### src/rtl/fic_range_decode.sv
`timescale 1ns/1ps
module fic_range_decode #(
    parameter int                ADDR_W     = 32,
    parameter logic [ADDR_W-1:0] END_ADDR   = 32'h0802_0000,
    parameter logic [ADDR_W-1:0] EXP_ADDR   = 32'h0801_FFFC,
    parameter int                WORD_BYTES = 4
) (
    input  logic [ADDR_W-1:0] addr_i,
    output logic              at_last_o,
    output logic              at_exp_o,
    output logic [ADDR_W-1:0] next_addr_o
);
    localparam logic [ADDR_W-1:0] STEP      = ADDR_W'(WORD_BYTES);
    localparam logic [ADDR_W-1:0] LAST_ADDR = END_ADDR - STEP;

    assign at_last_o   = (addr_i == LAST_ADDR);
    assign at_exp_o    = (addr_i == EXP_ADDR);
    assign next_addr_o = addr_i + STEP;
endmodule

### config.mk
export PLATFORM = sky130hd
export DESIGN_NAME = fic_range_decode
export DESIGN_NICKNAME = d
export VERILOG_FILES = /design/src/rtl/fic_range_decode.sv
export SDC_FILE = /design/constraint.sdc
export NUM_CORES = 1
export LEC_CHECK = 0
export CAP_MARGIN = 20
export CELL_PAD_IN_SITES_DETAIL_PLACEMENT = 1
export CELL_PAD_IN_SITES_GLOBAL_PLACEMENT = 2
export CORE_UTILIZATION = 15
export DETAILED_ROUTE_END_ITERATION = 6
export PLACE_DENSITY = 0.89
export SYNTH_ARGS = -nofsm -noshare
export SYNTH_HDL_FRONTEND = slang
export SYNTH_SLANG_ARGS = --single-unit
### constraint.sdc
create_clock -name vclk -period 6.27
set_input_delay 1.5675 -clock vclk [all_inputs]
set_output_delay 1.5675 -clock vclk [all_outputs]
set_load 0.01 [all_outputs]
==> results of run 1 <==
## metrics by stage
| stage | utilization | cell area (um2) | total power, mW | setup slack (ns) |
|---|---|---|---|---|
| finish | 0.328 | 1330 | 0.0761 | 0.735 |
| CTS | 0.328 | 1330 | 0.0767 | 0.720 |
| floorplan | - | 642 | 0.0225 | 2.01 |
| global route | 0.328 | 1330 | 0.0810 | 0.537 |
| detailed placement | 0.328 | 1330 | 0.0760 | 0.743 |
| global placement | 0.328 | 1330 | 0.0748 | 0.796 |
## power by group
part           internal, mW  switching (mW)  total [mW]  leakage [nW]
sequential                0               0           0             0
combinational        0.0457          0.0304      0.0761         0.465
clock                     0               0           0             0
## per-layer routing
metal	wire, um	up-vias	global-route usage
li1	-	443	-
met1	1140	407	0.142
met2	1450	28	0.228
met3	135	0	0.0101
met4	0	0	0.00532
met5	0	-	0
## cell families after synthesis
logic type    Yosys count
buf+inv                 6
fa+ha+maj               1
simple gates           52
xor+xnor               28
## synthesized netlist by cell type, drive strengths merged
master / n / area, um2
xor2: 6 / 52.6
nor2: 4 / 15.0
inv: 2 / 7.51
or4: 1 / 7.51
ha: 1 / 12.5
and4: 3 / 27.5
xnor2: 22 / 193
nand4: 8 / 65.1
nor3: 1 / 5.00
and3: 8 / 52.6
nor4b: 2 / 17.5
buf: 4 / 33.8
nand2: 7 / 26.3
nor4: 5 / 61.3
nand3: 13 / 65.1
## layout by cell type, fill, tap and decap left out
cell,n
nor4_1,3
nor4_4,2
nand4_4,1
and3_1,6
nand4_1,7
nor2_1,4
and4_2,1
nor4b_1,2
nand2_1,7
xnor2_1,22
or4_1,1
clkdlybuf4s50_1,66
nor3_1,1
xor2_1,6
inv_1,2
and4_1,2
nand3_1,13
ha_1,1
and3_2,2
## worst max path at each step
stage / endpoint / startpoint
after floorplan: at_last_o / addr_i[2]
after global placement: next_addr_o[30] / addr_i[2]
after detailed placement: next_addr_o[28] / addr_i[2]
after CTS: next_addr_o[22] / addr_i[2]
after global routing: next_addr_o[22] / addr_i[2]
final: next_addr_o[22] / addr_i[2]
## worst max-delay path: stages
cell             delay [ns]
clkdlybuf4s50_1        0.56
ha_1                   0.22
nand3_1                0.23
nor4_4                 0.48
nand3_1                0.17
xnor2_1                0.17
clkdlybuf4s50_1        0.56
## area by class of cell
| type | instances | share of cell area |
|---|---|---|
| repair buffers | 66 | 0.496 |
| well taps | 50 | 0.0470 |
| inverters | 2 | 0.00564 |
| multi-input cells | 81 | 0.451 |
==> flow_metrics.py, run 1 <==
metrics = {
    "run_status": {
        "status": "completed",
    },
    "detailed_routing": {
        "wirelength_mm": 2.73,
        "wl_per_cell_um": 13.7,
        "drtIter0Drc": 35,
        "drt_pass1_iterations": 4,
        "drc": 0,
        "antenna_left": 0,
        "routed_via_density": 4.41,
        "vias": 878,
    },
    "cells_and_area": {
        "multi_input_area_um2": 601,
        "nFillCells": 491,
        "register_area_um2": 0,
        "antenna_cells": 0,
        "area_growth_pct": 107,
        "nets": 184,
        "seq_cells": 0,
        "final_layout_size_suffix_gt1_frac": 0.0403,
        "clkbuf_count": 0,
        "stdcell_count": 199,
    },
    "sta": {
        "finalHoldViolations": 0,
        "setup_viol": 0,
        "fin_tns_setup_ns": 0,
        "grt_setup_unrepaired": "no",
        "hold_ws_ns": 4.04,
        "post-route-min-period_ns": 5.53,
        "maxSlewHeadroom": 0.629,
        "drv_slew": 0,
        "worst_slew_pin_slew_ns": 0.552,
        "period_share": 0.883,
        "fmax_mhz": 181,
    },
    "die": {
        "start_util": 0.158,
        "io_pins": 66,
        "fp.dieW_um": 67.4,
        "die-area_um2": 4540,
        "die_h_um": 67.4,
        "rows": 23,
        "core_um2": 4060,
    },
    "clock_tree": {
        "cts_hold_buf": 0,
        "post-cts-setup-buffers": 0,
        "cts_resized": 0,
    },
    "global_route": {
        "antenna_found_initial": 0,
        "grt_overflow_total": 0,
        "track_usage": 0.117,
        "grt_max_degree": 10,
        "grt_pass1_vias": 913,
        "grt_pass1_wl_mm": 4.18,
    },
    "synth": {
        "synth_compound_area_frac": 0,
        "synthAdderAreaFrac": 0.0195,
        "synth_mux_area_frac": 0,
        "netlist_area_um2": 642,
        "ys_warn_count": 0,
        "ys_seq_area_frac": 0,
        "syn_inst": 87,
        "yosysUniqueCellTypes": 20,
        "synth-simple-area-share": 0.534,
        "synth_top_family_by_area": "simple AND/OR/NAND/NOR gates",
        "syn_area_per_cell_um2": 7.38,
        "synth_nets": 120,
        "synth_xor_area_frac": 0.382,
    },
    "critical_path": {
        "critical_path_class": "input pin to primary output",
        "worstPathArrival_ns": 3.97,
        "cp_max_fo": 9,
        "endpoint_kind": "primary output",
        "start_kind": "input pin",
        "cp.required_ns": 4.70,
    },
    "worst_hold_path": {
        "hold_depth": 2,
        "worst_hold_path.endpoint": "next_addr_o[1]",
        "holdCritPathClass": "input pin to primary output",
        "holdCritStartpoint": "addr_i[1]",
    },
    "placed_design": {
        "gp_congestion": 0.721,
        "place_inst": 199,
        "portBuffers": 66,
        "dp_hpwl_mm": 2.36,
    },
    "power": {
        "p_per_area_nw_per_um2": 57.2,
        "ir_worst_vdd_mv": 0.0135,
        "leakage_nw": 0.465,
    },
    "job": {
        "cap_viol_max_count": 0,
    },
}
Note: power is estimated with default switching activity, not from simulation.
==> run 2: changes to the inputs <==
--- a/config.mk
+++ b/config.mk
@@ -8,9 +8,9 @@
 export CAP_MARGIN = 20
 export CELL_PAD_IN_SITES_DETAIL_PLACEMENT = 1
 export CELL_PAD_IN_SITES_GLOBAL_PLACEMENT = 2
-export CORE_UTILIZATION = 15
+export CORE_UTILIZATION = 14
 export DETAILED_ROUTE_END_ITERATION = 6
-export PLACE_DENSITY = 0.89
+export PLACE_DENSITY = 0.84
 export SYNTH_ARGS = -nofsm -noshare
 export SYNTH_HDL_FRONTEND = slang
 export SYNTH_SLANG_ARGS = --single-unit
==> constraint.sdc (replaced) <==
create_clock -name vclk -period 5.65
set_input_delay 1.4125 -clock vclk [all_inputs]
set_output_delay 1.4125 -clock vclk [all_outputs]
set_load 0.01 [all_outputs]
==> run 2 against run 1 <==
- critical path depth is 1 lower
- design area is 0.75% higher
- die area is 6.9% higher
- combinational power is 11% higher
- wire length is 2.1% lower
- first-iteration DRC count is 43% lower
- global-route usage is 0.77 points lower
- non-clock buffer count is 1 higher
- clock-buffer cell count stayed put
- power is 11% higher
==> flow_metrics.py, run 2 (synthesis results as in run 1) <==
metrics = {
    "sta": {
        "finalHoldViolations": 0,
        "drv_slew": 0,
        "grt_setup_unrepaired": "no",
        "fin_tns_setup_ns": 0,
        "period_share": 0.921,
        "post-route-min-period_ns": 5.20,
        "setup_viol": 0,
        "worst_slew_pin_slew_ns": 0.590,
        "maxSlewHeadroom": 0.604,
        "fmax_mhz": 192,
    },
    "global_route": {
        "grt_pass1_vias": 988,
        "grt_overflow_total": 0,
        "track_usage": 0.109,
        "antenna_found_initial": 0,
        "grt_pass1_wl_mm": 4.56,
        "grt_max_degree": 10,
    },
    "detailed_routing": {
        "vias": 902,
        "drt_pass1_iterations": 2,
        "drc": 0,
        "routed_via_density": 4.47,
        "drtIter0Drc": 20,
        "wl_per_cell_um": 13.3,
        "antenna_left": 0,
        "wirelength_mm": 2.68,
    },
    "cells_and_area": {
        "layout_common_cells": "clkdlybuf4s50_1, xnor2_1, nand3_1",
        "final_common_cell": "clkdlybuf4s50_1",
        "nFillCells": 519,
        "register_area_um2": 0,
        "stdcell_count": 202,
        "multi_input_area_um2": 601,
        "final_layout_size_suffix_gt1_frac": 0.0467,
        "clkbuf_count": 0,
        "antenna_cells": 0,
        "nets": 185,
        "seq_cells": 0,
        "area_growth_pct": 109,
    },
    "clock_tree": {
        "post-cts-setup-buffers": 0,
        "cts_hold_buf": 0,
        "cts_resized": 0,
    },
    "placed_design": {
        "place_inst": 202,
        "portBuffers": 66,
        "gp_congestion": 0.730,
        "dp_hpwl_mm": 2.31,
    },
    "power": {
        "ir_worst_vdd_mv": 0.0144,
        "leakage_nw": 0.469,
        "p_per_area_nw_per_um2": 62.8,
    },
    "die": {
        "die_h_um": 69.7,
        "core_um2": 4380,
        "start_util": 0.146,
        "fp.dieW_um": 69.7,
        "die-area_um2": 4860,
        "rows": 24,
        "io_pins": 66,
    },
    "run_status": {
        "status": "completed",
    },
    "critical_path": {
        "cp.required_ns": 4.24,
        "start_kind": "input pin",
        "critical_path_class": "input pin to primary output",
        "worstPathArrival_ns": 3.79,
        "endpoint_kind": "primary output",
        "cp_max_fo": 9,
    },
    "worst_hold_path": {
        "holdCritPathClass": "input pin to primary output",
    },
    "job": {
        "cap_viol_max_count": 0,
    },
}
## run 2: cell types whose count changed in the layout (fill, tap and decap cells not counted)
cell	previous run	this run
buf_4	0	1
## run 2: report_power, final
group,internal [mW],switching (mW)
logic,0.0509,0.0333
registers,0,0
clock network,0,0
## run 2: worst paths after layout
path	from	end	slack [ns]	depth (start not counted)
setup / recovery	addr_i[10]	next_addr_o[18]	0.45	6
hold / removal	addr_i[1]	next_addr_o[1]	3.72	2
## run 2: critical path, stage by stage
cell and delay [ns]:
clkdlybuf4s50_1 0.53, nand3_1 0.28, nor4_4 0.64, nand3_1 0.17
xnor2_1 0.18, clkdlybuf4s50_1 0.56
## run 2: stage by stage
step	setup WS [ns]	utilization	area, um2	hold WS, ns	power [mW]
2_1_floorplan	1.70	-	642	2.87	0.0250
3_3_place_gp	0.545	0.306	1340	3.72	0.0832
3_5_place_dp	0.491	0.306	1340	3.72	0.0845
4_1_cts	0.454	0.306	1340	3.73	0.0852
5_1_grt	0.230	0.306	1340	3.74	0.0899
6_report	0.446	0.306	1340	3.72	0.0842
## run 2: cell type report
type                            count  share of cell area
Tap cell                           52              0.0485
Inverter                            2             0.00560
Multi-Input combinational cell     81               0.448
Timing Repair Buffer               67               0.498
## run 2: per-layer routing
metal	up-vias	wire length, um	track usage
met5	-	0	0
met3	0	158	0.0145
met4	0	0	0
met2	29	1420	0.215
met1	425	1100	0.131
li1	448	-	-
==> run 3: changes to the inputs <==
--- a/config.mk
+++ b/config.mk
@@ -11,6 +11,7 @@
 export CORE_UTILIZATION = 14
 export DETAILED_ROUTE_END_ITERATION = 6
 export PLACE_DENSITY = 0.84
+export SETUP_SLACK_MARGIN = 0.02
 export SYNTH_ARGS = -nofsm -noshare
 export SYNTH_HDL_FRONTEND = slang
 export SYNTH_SLANG_ARGS = --single-unit
==> results of run 3 <==
No change in the layout: final DEF, timing and power equal those of run 2.
